### src/rtl/scan_seq_pkg.sv
package scan_seq_pkg;

  typedef enum logic [1:0] {
    TM_AFTER  = 2'd0,
    TM_BEFORE = 2'd1,
    TM_AROUND = 2'd2,
    TM_DELAY  = 2'd3
  } trig_mode_e;

  typedef enum logic [2:0] {
    ST_IDLE  = 3'd0,
    ST_ARMED = 3'd1,
    ST_PRE   = 3'd2,
    ST_DELAY = 3'd3,
    ST_POST  = 3'd4,
    ST_DRAIN = 3'd5
  } seq_state_e;

endpackage

### src/rtl/scan_seq_interval.sv
module scan_seq_interval #(
  parameter int SI_W = 24
) (
  input  logic            clk,
  input  logic            rst_n,
  input  logic            tick_i,
  input  logic            run_i,
  input  logic            restart_i,
  input  logic [SI_W-1:0] period_i,
  output logic            fire_o
);

  localparam logic [SI_W-1:0] ONE = SI_W'(1);

  logic [SI_W-1:0] cnt_q, cnt_d, reload;

  assign reload = (period_i == '0) ? '0 : period_i - ONE;
  assign fire_o = run_i && tick_i && (cnt_q == '0);

  always_comb begin
    cnt_d = cnt_q;
    if (!run_i || restart_i) begin
      cnt_d = '0;
    end else if (tick_i) begin
      cnt_d = (cnt_q == '0) ? reload : cnt_q - ONE;
    end
  end

  always_ff @(posedge clk or negedge rst_n) begin
    if (!rst_n) cnt_q <= '0;
    else        cnt_q <= cnt_d;
  end


  tick_gate_chk: assert property (@(posedge clk) disable iff (!rst_n)
    (run_i && !tick_i && !restart_i) |=> (cnt_q == $past(cnt_q)));

endmodule

### src/rtl/scan_seq_delay.sv
module scan_seq_delay #(
  parameter int DLY_W = 16
) (
  input  logic             clk,
  input  logic             rst_n,
  input  logic             active_i,
  input  logic             load_i,
  input  logic [DLY_W-1:0] load_val_i,
  input  logic             step_i,
  output logic             zero_o
);

  localparam logic [DLY_W-1:0] ONE = DLY_W'(1);

  logic [DLY_W-1:0] cnt_q, cnt_d;

  assign zero_o = (cnt_q == '0);

  always_comb begin
    cnt_d = cnt_q;
    if (load_i) begin
      cnt_d = load_val_i;
    end else if (!active_i) begin
      cnt_d = '0;
    end else if (step_i && (cnt_q != '0)) begin
      cnt_d = cnt_q - ONE;
    end
  end

  always_ff @(posedge clk or negedge rst_n) begin
    if (!rst_n) cnt_q <= '0;
    else        cnt_q <= cnt_d;
  end


  dly_monotone_chk: assert property (@(posedge clk) disable iff (!rst_n)
    (active_i && !load_i) |=> (cnt_q <= $past(cnt_q)));

endmodule

### src/rtl/scan_seq_ctrl.sv
module scan_seq_ctrl
  import scan_seq_pkg::*;
#(
  parameter int CNT_W = 16,
  parameter int RT_W  = 8
) (
  input  logic             clk,
  input  logic             rst_n,
  input  logic             sw_start_i,
  input  logic             sw_stop_i,
  input  logic             trig_i,
  input  logic             conv_busy_i,
  input  logic             fire_i,
  input  logic             dly_zero_i,
  input  logic [1:0]       mode_i,
  input  logic [CNT_W-1:0] psc_i,
  input  logic [CNT_W-1:0] mcnt_i,
  input  logic             m_en_i,
  input  logic             retrig_en_i,
  input  logic [RT_W-1:0]  retrig_num_i,
  output logic             run_o,
  output logic             restart_o,
  output logic             dly_active_o,
  output logic             dly_load_o,
  output logic             scan_o,
  output logic             store_o,
  output logic             busy_o,
  output logic             done_o
);

  localparam int BLK_W = RT_W + 1;
  localparam logic [CNT_W-1:0] CNT_ONE = CNT_W'(1);
  localparam logic [RT_W-1:0]  RT_ONE  = RT_W'(1);

  trig_mode_e mode;
  seq_state_e st_q, st_d;
  logic [CNT_W-1:0] psc_q, psc_d, fill_q, fill_d;
  logic [RT_W-1:0]  blk_q, blk_d, rlim;
  logic             scan_q, scan_d, store_q, store_d, done_q, done_d;
  logic             blk_end, fin, more, early;

  assign mode  = trig_mode_e'(mode_i);
  assign rlim  = !retrig_en_i ? RT_ONE :
                 (retrig_num_i == '0) ? RT_ONE : retrig_num_i;
  assign more  = ({1'b0, blk_q} + BLK_W'(1)) < {1'b0, rlim};
  assign early = m_en_i && (fill_q < mcnt_i);

  always_comb begin
    st_d       = st_q;
    psc_d      = psc_q;
    fill_d     = fill_q;
    blk_d      = blk_q;
    scan_d     = 1'b0;
    store_d    = 1'b0;
    done_d     = 1'b0;
    dly_load_o = 1'b0;
    blk_end    = 1'b0;
    fin        = 1'b0;
    case (st_q)
      ST_IDLE: begin
        if (sw_start_i) begin
          psc_d  = '0;
          fill_d = '0;
          blk_d  = '0;
          st_d   = (mode == TM_BEFORE || mode == TM_AROUND) ? ST_PRE : ST_ARMED;
        end
      end
      ST_ARMED: begin
        if (trig_i) begin
          if (mode == TM_DELAY) begin
            st_d       = ST_DELAY;
            dly_load_o = 1'b1;
          end else if (psc_i == '0) begin
            blk_end = 1'b1;
          end else begin
            st_d  = ST_POST;
            psc_d = psc_i;
          end
        end
      end
      ST_PRE: begin
        if (fire_i) begin
          scan_d  = 1'b1;
          store_d = (mcnt_i != '0);
          if (fill_q < mcnt_i) fill_d = fill_q + CNT_ONE;
        end
        if (trig_i && !early) begin
          if (mode == TM_AROUND) begin
            if (psc_i == '0) begin
              fin = 1'b1;
            end else begin
              st_d  = ST_POST;
              psc_d = psc_i;
            end
          end else if (conv_busy_i) begin
            st_d = ST_DRAIN;
          end else begin
            fin = 1'b1;
          end
        end
      end
      ST_DELAY: begin
        if (dly_zero_i) begin
          if (psc_i == '0) begin
            blk_end = 1'b1;
          end else begin
            st_d  = ST_POST;
            psc_d = psc_i;
          end
        end
      end
      ST_POST: begin
        if (fire_i) begin
          scan_d  = 1'b1;
          store_d = 1'b1;
          psc_d   = psc_q - CNT_ONE;
          if (psc_q == CNT_ONE) blk_end = 1'b1;
        end
      end
      ST_DRAIN: begin
        if (!conv_busy_i) fin = 1'b1;
      end
      default: st_d = ST_IDLE;
    endcase

    if (blk_end) begin
      if (more) begin
        st_d  = ST_ARMED;
        blk_d = blk_q + RT_ONE;
      end else begin
        fin = 1'b1;
      end
    end
    if (fin) begin
      st_d   = ST_IDLE;
      done_d = 1'b1;
      psc_d  = '0;
      fill_d = '0;
      blk_d  = '0;
    end
    if (sw_stop_i) begin
      st_d       = ST_IDLE;
      psc_d      = '0;
      fill_d     = '0;
      blk_d      = '0;
      scan_d     = 1'b0;
      store_d    = 1'b0;
      done_d     = 1'b0;
      dly_load_o = 1'b0;
    end
  end

  always_ff @(posedge clk or negedge rst_n) begin
    if (!rst_n) begin
      st_q    <= ST_IDLE;
      psc_q   <= '0;
      fill_q  <= '0;
      blk_q   <= '0;
      scan_q  <= 1'b0;
      store_q <= 1'b0;
      done_q  <= 1'b0;
    end else begin
      st_q    <= st_d;
      psc_q   <= psc_d;
      fill_q  <= fill_d;
      blk_q   <= blk_d;
      scan_q  <= scan_d;
      store_q <= store_d;
      done_q  <= done_d;
    end
  end

  assign run_o        = (st_q == ST_PRE) || (st_q == ST_DELAY) || (st_q == ST_POST);
  assign restart_o    = (st_d != st_q);
  assign dly_active_o = (st_q == ST_DELAY);
  assign scan_o       = scan_q;
  assign store_o      = store_q;
  assign busy_o       = (st_q != ST_IDLE);
  assign done_o       = done_q;


  done_idle_chk: assert property (@(posedge clk) disable iff (!rst_n)
    done_q |-> !busy_o);


  early_trig_chk: assert property (@(posedge clk) disable iff (!rst_n)
    (st_q == ST_PRE && early && !sw_stop_i) |=> (st_q == ST_PRE));


  drain_quiet_chk: assert property (@(posedge clk) disable iff (!rst_n)
    (st_q == ST_DRAIN) |=> !scan_q);


  blk_limit_chk: assert property (@(posedge clk) disable iff (!rst_n)
    busy_o |-> ({1'b0, blk_q} < {1'b0, rlim}));


  stop_idle_chk: assert property (@(posedge clk) disable iff (!rst_n)
    sw_stop_i |=> (!busy_o && !scan_q && !done_q));


  store_with_scan_chk: assert property (@(posedge clk) disable iff (!rst_n)
    store_q |-> scan_q);

endmodule

### src/rtl/scan_seq_top.sv
module scan_seq_top #(
  parameter int SI_W  = 24,
  parameter int CNT_W = 16,
  parameter int DLY_W = 16,
  parameter int RT_W  = 8
) (
  input  logic             clk,
  input  logic             rst_n,
  input  logic             tb_tick,
  input  logic             sw_start,
  input  logic             sw_stop,
  input  logic             trig,
  input  logic             conv_busy,
  input  logic [1:0]       cfg_mode,
  input  logic [SI_W-1:0]  cfg_si,
  input  logic [CNT_W-1:0] cfg_psc,
  input  logic [CNT_W-1:0] cfg_mcnt,
  input  logic             cfg_m_en,
  input  logic [DLY_W-1:0] cfg_dly,
  input  logic             cfg_dly_src,
  input  logic             cfg_retrig_en,
  input  logic [RT_W-1:0]  cfg_retrig_num,
  output logic             scan_start,
  output logic             store_en,
  output logic             acq_busy,
  output logic             done
);

  logic [1:0] rsync_q;
  logic       rst_n_s;
  logic       fire, run, restart, dly_active, dly_load, dly_zero, dly_step;

  always_ff @(posedge clk or negedge rst_n) begin
    if (!rst_n) rsync_q <= 2'b00;
    else        rsync_q <= {rsync_q[0], 1'b1};
  end
  assign rst_n_s = rsync_q[1];

  assign dly_step = cfg_dly_src ? fire : tb_tick;

  scan_seq_interval #(.SI_W(SI_W)) u_interval (
    .clk       (clk),
    .rst_n     (rst_n_s),
    .tick_i    (tb_tick),
    .run_i     (run),
    .restart_i (restart),
    .period_i  (cfg_si),
    .fire_o    (fire)
  );

  scan_seq_delay #(.DLY_W(DLY_W)) u_delay (
    .clk        (clk),
    .rst_n      (rst_n_s),
    .active_i   (dly_active),
    .load_i     (dly_load),
    .load_val_i (cfg_dly),
    .step_i     (dly_step),
    .zero_o     (dly_zero)
  );

  scan_seq_ctrl #(.CNT_W(CNT_W), .RT_W(RT_W)) u_ctrl (
    .clk          (clk),
    .rst_n        (rst_n_s),
    .sw_start_i   (sw_start),
    .sw_stop_i    (sw_stop),
    .trig_i       (trig),
    .conv_busy_i  (conv_busy),
    .fire_i       (fire),
    .dly_zero_i   (dly_zero),
    .mode_i       (cfg_mode),
    .psc_i        (cfg_psc),
    .mcnt_i       (cfg_mcnt),
    .m_en_i       (cfg_m_en),
    .retrig_en_i  (cfg_retrig_en),
    .retrig_num_i (cfg_retrig_num),
    .run_o        (run),
    .restart_o    (restart),
    .dly_active_o (dly_active),
    .dly_load_o   (dly_load),
    .scan_o       (scan_start),
    .store_o      (store_en),
    .busy_o       (acq_busy),
    .done_o       (done)
  );


  reset_quiet_chk: assert property (@(posedge clk)
    !rst_n_s |=> (!scan_start && !done));

endmodule

### config.mk
export PLATFORM = sky130hd
export DESIGN_NAME = scan_seq_top
export DESIGN_NICKNAME = d
export VERILOG_FILES = /design/src/rtl/scan_seq_pkg.sv /design/src/rtl/scan_seq_interval.sv /design/src/rtl/scan_seq_delay.sv /design/src/rtl/scan_seq_ctrl.sv /design/src/rtl/scan_seq_top.sv
export SDC_FILE = /design/constraint.sdc
export NUM_CORES = 1
export LEC_CHECK = 0
export BUFFER_PORTS_ARGS = -buffer_cell sky130_fd_sc_hd__buf_4
export CORE_ASPECT_RATIO = 0.6
export CORE_UTILIZATION = 59
export CTS_CLUSTER_DIAMETER = 120
export CTS_CLUSTER_SIZE = 8
export DETAILED_ROUTE_END_ITERATION = 8
export HOLD_SLACK_MARGIN = 0.02
export PLACE_DENSITY = 0.81
export SYNTH_ARGS = -nofsm -noshare
export SYNTH_HDL_FRONTEND = slang
export SYNTH_HIERARCHICAL = 1
export SYNTH_SLANG_ARGS = --single-unit
### constraint.sdc
create_clock -name clk -period 3.2 [get_ports clk]
set_input_delay 0.48 -clock clk [delete_from_list [all_inputs] [get_ports clk]]
set_output_delay 0.48 -clock clk [all_outputs]
set_load 0.03 [all_outputs]
# ---- After elaboration in Yosys (flattened, before gate mapping)
# Cells that the tools add are included.
dict set report totals {
  output_inout_bits 4
  ff_bits 88
  wordCells 137
}
dict set report classes {
  reduce_logical 27
  n_addsub 7
  mux 71
  n_eq_ne 20
  order_cmp 2
}
# op n
set op_table {}
lappend op_table {{16-bit two-way mux} 17}
lappend op_table {{24-bit two-way mux} 4}
lappend op_table {{16-bit case mux with 5 select lines} 1}
lappend op_table {{8-bit two-way mux} 8}
lappend op_table {{24-bit zero test} 2}
lappend op_table {{24-bit by 1-bit subtractor with 24-bit output (second input constant)} 2}
lappend op_table {{3-bit two-way mux} 12}
lappend op_table {{16-bit zero test} 2}
lappend op_table {{16-bit case mux with 2 select lines} 1}
lappend op_table {{16-bit nonzero test} 2}
lappend op_table {{16-bit by 1-bit subtractor with 16-bit output (second input constant)} 2}
lappend op_table {{1-bit two-way mux} 23}
lappend op_table {{4-bit by 3-bit inequality test with 1-bit output (second input constant)} 5}
lappend op_table {{16-bit by 1-bit adder with 16-bit output (second input constant)} 1}
lappend op_table {{16-bit by 1-bit equality test with 1-bit output (second input constant)} 1}
lappend op_table {{16-bit < comparator} 1}
lappend op_table {{3-bit case mux with 5 select lines} 1}
lappend op_table {{4-bit by 2-bit inequality test with 1-bit output (second input constant)} 3}
lappend op_table {{8-bit by 1-bit adder with 9-bit output (second input constant)} 1}
lappend op_table {{9-bit by 8-bit < comparator with 1-bit output} 1}
lappend op_table {{8-bit by 1-bit adder with 8-bit output (second input constant)} 1}
lappend op_table {{8-bit zero test} 1}
lappend op_table {{8-bit AND reduction} 1}
lappend op_table {{7-bit nonzero test} 1}
lappend op_table {{other kinds (20)} 33}

# ---- Depth between registers and ports, before layout
dict set report logic_depth {
  word_depth 13
  mapped_depth 21
}

# ---- Cells and area by module
# Netlist, hierarchy kept.
# module instances cells_each area_each_um2
set by_module_without_submodules {}
lappend by_module_without_submodules {scan_seq_ctrl 1 473 3843.7}
lappend by_module_without_submodules {scan_seq_interval 1 246 2016.9}
lappend by_module_without_submodules {scan_seq_delay 1 127 1182.4}
lappend by_module_without_submodules {scan_seq_top 1 4 68.8}

# ---- Least setup slack after synthesis
# Ideal clock, no wire load.
dict set report synth_path {
  path_type {register to register}
  start {register u_interval.cnt_q[2]}
  end {register u_interval.cnt_q[22]}
  stages_incl_launch_ff 19
  period_less_slack_ns 4.230
  n_path_buf 1
  slack_ns -1.030
  arrival_time_ns 4.114
  path_cell_list {dfrtp_1 or4_4 nor2_2 nor4b_1 and3_1 nand3b_1 nor3_1 a2bb2o_2 a21boi_2 or4_4 buf_6 or3_1 nand4_1 nor2b_1 nand2_1 o21bai_1 nor3_1 nand2_1 o311ai_0}
}
dict set report synth_via {
  elab_chain_len 10
}
# item line_no
set synth_rtl {}
lappend synth_rtl {{from (decl)} scan_seq_interval.sv:15} ;# logic [SI_W-1:0] cnt_q, cnt_d, reload;
lappend synth_rtl {{from (signal assigned)} scan_seq_interval.sv:31} ;# else cnt_q <= cnt_d;
lappend synth_rtl {{24-bit zero test *} scan_seq_interval.sv:18} ;# assign fire_o = run_i && tick_i && (cnt_q == '0);
lappend synth_rtl {{1-bit logical AND *} scan_seq_interval.sv:18}
lappend synth_rtl {{via fire} scan_seq_top.sv:31} ;# logic fire, run, restart, dly_active, dly_load, dly_zero, dly_step;
lappend synth_rtl {{1-bit two-way mux *} scan_seq_ctrl.sv:113} ;# if (fire_i) begin
lappend synth_rtl {{1-bit case mux with 3 select lines *} scan_seq_ctrl.sv:59} ;# case (st_q)
lappend synth_rtl {{3-bit two-way mux or 1-bit two-way mux (tied branches)} scan_seq_ctrl.sv:126} ;# if (blk_end) begin
lappend synth_rtl {{3-bit two-way mux *} scan_seq_ctrl.sv:134} ;# if (fin) begin
lappend synth_rtl {{3-bit two-way mux *} scan_seq_ctrl.sv:141} ;# if (sw_stop_i) begin
lappend synth_rtl {{3-bit inequality test *} scan_seq_ctrl.sv:174} ;# assign restart_o = (st_d != st_q);
lappend synth_rtl {{via restart} scan_seq_top.sv:31}
lappend synth_rtl {{1-bit logical OR *} scan_seq_interval.sv:22} ;# if (!run_i || restart_i) begin
lappend synth_rtl {{24-bit two-way mux or 2-bit nonzero test (tied branches)} -}
# The timed path passes the listed nets; every way through them passes the cells marked *. The select of a mux whose other input is x is not followed.
# A chain may end at the register's enable or synchronous reset.

# ---- Worst setup path after layout
dict set report layout_path {
  start {register u_ctrl.blk_q[1]}
  end {register u_interval.cnt_q[18]}
}
dict set report layout_via {
  elab_chain_len 9
}
# item line_no
set layout_rtl {}
lappend layout_rtl {{from (decl)} scan_seq_ctrl.sv:38} ;# logic [RT_W-1:0] blk_q, blk_d, rlim;
lappend layout_rtl {{from (signal assigned)} scan_seq_ctrl.sv:166} ;# blk_q <= blk_d;
lappend layout_rtl {{8-bit by 1-bit adder with 9-bit output *} scan_seq_ctrl.sv:45} ;# assign more = ({1'b0, blk_q} + BLK_W'(1)) < {1'b0, rlim};
lappend layout_rtl {{9-bit by 8-bit < comparator with 1-bit output *} scan_seq_ctrl.sv:45}
lappend layout_rtl {{3-bit two-way mux or 1-bit two-way mux (tied branches)} scan_seq_ctrl.sv:127} ;# if (more) begin
lappend layout_rtl {{3-bit two-way mux or 1-bit two-way mux (tied branches)} scan_seq_ctrl.sv:126}
lappend layout_rtl {{3-bit two-way mux *} scan_seq_ctrl.sv:134}
lappend layout_rtl {{3-bit two-way mux *} scan_seq_ctrl.sv:141}
lappend layout_rtl {{3-bit inequality test *} scan_seq_ctrl.sv:174}
lappend layout_rtl {{via restart} scan_seq_top.sv:31}
lappend layout_rtl {{1-bit logical OR *} scan_seq_interval.sv:22}
lappend layout_rtl {{24-bit two-way mux or 2-bit nonzero test (tied branches)} -}
# The timed path passes the listed nets; every way through them passes the cells marked *.

==> flow_summary.json <==
{
  "synth_enable_flop_cells": 0,
  "drtIter0Drc": 809,
  "run_status": "complete, but fails checks",
  "intPower_mw": 4.07,
  "worst_pin_slew_ps": 949,
  "cts-buffers-inserted": 9,
  "timing.hold.worst.class": "reg -> async",
  "avgSynthCellArea_um2": 8.37,
  "path_max_fanout": 5,
  "port_buffers": 95,
  "placeableCoreArea_um2": 11500,
  "routed-wl-met2_um": 11100,
  "critical_path.slowest_cell": "sky130_fd_sc_hd__or4_4",
  "number_of_antenna_violations_at_the_first_check_in_global_routing": 0,
  "viasPerCell": 6.52,
  "report.final.setup_viol": 24,
  "globalRouteTotalUtil_pct": 38.5,
  "wirelength_um": 24900,
  "power_frac_seq_pct": 19.3,
  "clk_pin_slew_ps": 70,
  "wl_per_cell_um": 19.5,
  "fmax_ghz": 0.247,
  "fillerInstances": 620,
  "worstPathCellList": "ha_4 -> and3_4 -> nand3_4 -> xnor2_2 -> ha_1 -> a21o_1 -> a21oi_1 -> o21a_1 -> a21boi_2 -> or4_4 -> or3_1 -> nand4_1 -> nor2b_2 -> nand2_2 -> o21bai_4 -> buf_6 -> nor2_2 -> o21ai_1 -> o211ai_2",
  "final_slew_violations": 0,
  "timing.setup.tns_ps": -15950,
  "relSlewSlack_pct": 36.2,
  "fp.dieArea_um2": 12500,
  "ios": 96,
  "yosysWarningCount": 6,
  "setup.worst_path.end_class": "flip-flop",
  "postSynthCellCount": 850,
  "globalplace.congestion": 0.938,
  "worstPathRequired_ps": 3410,
  "violations": "setup timing",
  "synth-seq-cells": 88,
  "worstSkewPairLatency_ps": 350,
  "drt_pre_antenna_iters": 6,
  "antenna_cells": 0,
  "route.met3.wl_um": 2790,
  "grt_overflow": 0,
  "power_density_nw_per_um2": 759,
  "power.share.switching_pct": 46.2,
  "placedInstanceArea_um2": 9270,
  "critPathLaunchType": "flip-flop",
  "synth.area.top_cells": "sky130_fd_sc_hd__dfrtp_1 31%, sky130_fd_sc_hd__ha_1 5.8%, sky130_fd_sc_hd__nor2_1 4.9%",
  "synth_largest_area_cell": "sky130_fd_sc_hd__dfrtp_1",
  "finalHoldViolations": 0,
  "synthesis.area_um2": 7110,
  "drc": 0,
  "clock_tree.buffer_depth": 2,
  "p_leak_nw": 4.70,
  "die-height_um": 87.0,
  "rsz0062_at_grt": "true",
  "stdcell_area_um2": 9980,
  "num_vias": 8302,
  "drv.max_cap_violation_count": 0,
  "synthesis.nets": 975,
  "route.top_layer_used": "met4",
  "netlist.area_leader.share_pct": 31.0,
  "ir_worst_vdd_v": 0.000629,
  "finalWorstSetupSlack_ps": -843,
  "die-width_um": 144,
  "setup.worst_path.class": "reg -> reg",
  "yosys.cell_types.count": 91,
  "clock_sinks": 88,
  "clock_tree.htree_level_count": 3,
  "final_net_count": 1234,
  "power_switching_mw": 3.50,
  "first_global_vias": 7864,
  "wl_met1_um": 9930,
  "critPathMaxStageDelay_ps": 530,
  "placement_rows": 30,
  "hpwl_um": 16900,
  "mostFrequentLayoutCell": "sky130_fd_sc_hd__buf_4",
  "flow.area_growth_from_synthesis_pct": 40.4,
  "layout_common_cells": "276 x sky130_fd_sc_hd__buf_4, 88 x sky130_fd_sc_hd__nor2_1, 87 x sky130_fd_sc_hd__dfrtp_1",
  "starting_utilization_of_the_core_area_pct": 61.7,
  "final.period_utilization_pct": 126,
  "finalWorstPathRequiredPeriod_ps": 4040,
  "grt_start_max_net_pins": 32,
  "seq_area_frac_synth_pct": 31.0,
  "pwr-share-comb_pct": 65.0,
  "postSynth.asyncResetShare_pct": 100,
  "design_power_total_mw": 7.58,
  "p_clk_share_pct": 15.7,
  "cts_root_buffer": "sky130_fd_sc_hd__clkbuf_16",
  "clock_skew_ps": 10.7,
  "grt_pass1_wl_um": 38000,
  "layout_cell_share_with_drive_strength_beyond_1_pct": 36.7,
  "critical_path_arrival_ps": 4260,
  "synth-main-ff-cell": "sky130_fd_sc_hd__dfrtp_1",
  "cts_tree": "built",
  "antenna_left": 0
}
[through the flow]
| step | hold WS [ps] | std cells | worst slack (ps) | util, % |
|---|---|---|---|---|
| floorplan | 184 | 850 | -643 | - |
| global placement | 264 | 1247 | -632 | 80.5 |
| finish | 269 | 1274 | -843 | 86.6 |
| CTS | 282 | 1267 | -609 | 84.6 |
| detailed placement | 265 | 1247 | -786 | 80.5 |
| global route | 317 | 1274 | -919 | 86.6 |
[cells in the mapped netlist, types with 5 or more instances]
library cell	n
sky130_fd_sc_hd__dfrtp_1	88
sky130_fd_sc_hd__nor2_1	92
sky130_fd_sc_hd__inv_1	39
sky130_fd_sc_hd__o21ai_0	48
sky130_fd_sc_hd__and3_1	10
sky130_fd_sc_hd__or4_1	9
sky130_fd_sc_hd__or3b_2	7
sky130_fd_sc_hd__a31oi_1	8
sky130_fd_sc_hd__o211ai_1	7
sky130_fd_sc_hd__and2_1	7
sky130_fd_sc_hd__xor2_1	18
sky130_fd_sc_hd__nor4_1	21
sky130_fd_sc_hd__o21ai_1	8
sky130_fd_sc_hd__xnor2_1	20
sky130_fd_sc_hd__nand4_1	12
sky130_fd_sc_hd__nor2b_1	5
sky130_fd_sc_hd__nor4b_1	5
sky130_fd_sc_hd__a21oi_1	48
sky130_fd_sc_hd__ha_1	33
sky130_fd_sc_hd__buf_2	8
sky130_fd_sc_hd__or3_1	10
sky130_fd_sc_hd__nand3_1	22
sky130_fd_sc_hd__nor3_1	38
sky130_fd_sc_hd__mux2i_1	5
sky130_fd_sc_hd__or2_2	5
sky130_fd_sc_hd__nand2_1	80
sky130_fd_sc_hd__a211oi_1	12
sky130_fd_sc_hd__clkbuf_1	25
sky130_fd_sc_hd__a32o_1	6
sky130_fd_sc_hd__a221oi_1	5
sky130_fd_sc_hd__a22o_1	23
sky130_fd_sc_hd__o221ai_1	5
sky130_fd_sc_hd__nand2b_1	9
[sequential cells by signal (all words and copies together), names as in the netlist]
register and count:
u_ctrl/store_o 1, u_ctrl/psc_q 16, u_interval/cnt_q 24, u_delay/cnt_q 16, u_ctrl/st_q 3, u_ctrl/done_o 1, rsync_q 2, u_ctrl/blk_q 8
u_ctrl/scan_o 1, u_ctrl/fill_q 16
[cell type report]
type                       instances  area, µm²  area share, %
clock buffer                      12        256           2.57
sequential                        88       2210           22.1
clock inverter                     4       76.3          0.764
timing repair buffer             287       2230           22.3
multi-input combinational        684       4870           48.8
tap                              160        200           2.01
inverter                          39        146           1.47
[critical path, delay by kind of cell (launching register included)]
| family | cells | cell delay (ps) |
|---|---|---|
| flip-flops | 1 | 420 |
| XOR/XNOR | 1 | 140 |
| AND/OR/NAND/NOR | 8 | 1550 |
| adder cells (fa/ha/maj) | 2 | 460 |
| AO/OA/AOI/OAI | 7 | 1150 |
| buffers and inverters | 1 | 180 |
[power by group through the flow]
stage / Clock (mW) / Sequential (mW) / Combinational (mW)
after floorplan: 0 / 1.49 / 2.39
after global placement: 0 / 1.44 / 3.89
after detailed placement: 0 / 1.46 / 3.98
after CTS: 1.20 / 1.44 / 4.29
after global routing: 1.24 / 1.48 / 5.12
final: 1.19 / 1.46 / 4.92
[cells by family (layout without fill, tap and decap cells)]
family | count (synthesis) | after routing | synth area share, %
simple gates | 367 | 367 | 28.4
compound gates | 237 | 237 | 24.0
flops | 88 | 88 | 31.0
buf+inv | 78 | 342 | 4.91
xor+xnor | 38 | 38 | 4.68
fa+ha+maj | 33 | 33 | 5.81
mux | 8 | 8 | 1.23
other cells | 1 | 1 | 0.0527
[timing repair]
| action | CTS | global route |
|---|---|---|
| setup buffers | 3 | 5 |
| hold buffers | 1 | 0 |
| pin swaps | 17 | 23 |
| setup endpoints to repair | 45 | 47 |
| cloned | 0 | 2 |
| hold endpoints to repair | 2 | 0 |
| resized for setup | 33 | 36 |
[layer usage]
metal	up-vias	track usage (%)
met3	150	7.86
met1	3811	50.7
met2	642	62.9
li1	3699	-
met5	-	0
met4	0	14.1
[final timing paths]
check / start / endpoint / slack [ps] / cells past startpoint
max reg2reg: u_ctrl/blk_q[1]$_DFF_PN0_ / u_interval/cnt_q[18]$_DFFE_PN0P_ / -840 / 19
min: rsync_q[1]$_DFF_PN0_ / u_ctrl/fill_q[14]$_DFFE_PN0P_ / 270 / 0
min reg2reg: rsync_q[1]$_DFF_PN0_ / u_ctrl/fill_q[14]$_DFFE_PN0P_ / 270 / 0
max: u_ctrl/blk_q[1]$_DFF_PN0_ / u_interval/cnt_q[18]$_DFFE_PN0P_ / -840 / 19
min in group clk: cfg_dly[11] / u_delay/cnt_q[11]$_DFFE_PN0P_ / 340 / 3
max in group asynchronous: rsync_q[1]$_DFF_PN0_ / u_ctrl/psc_q[13]$_DFFE_PN0P_ / 2140 / 1
(Power assumes the default switching activity.)
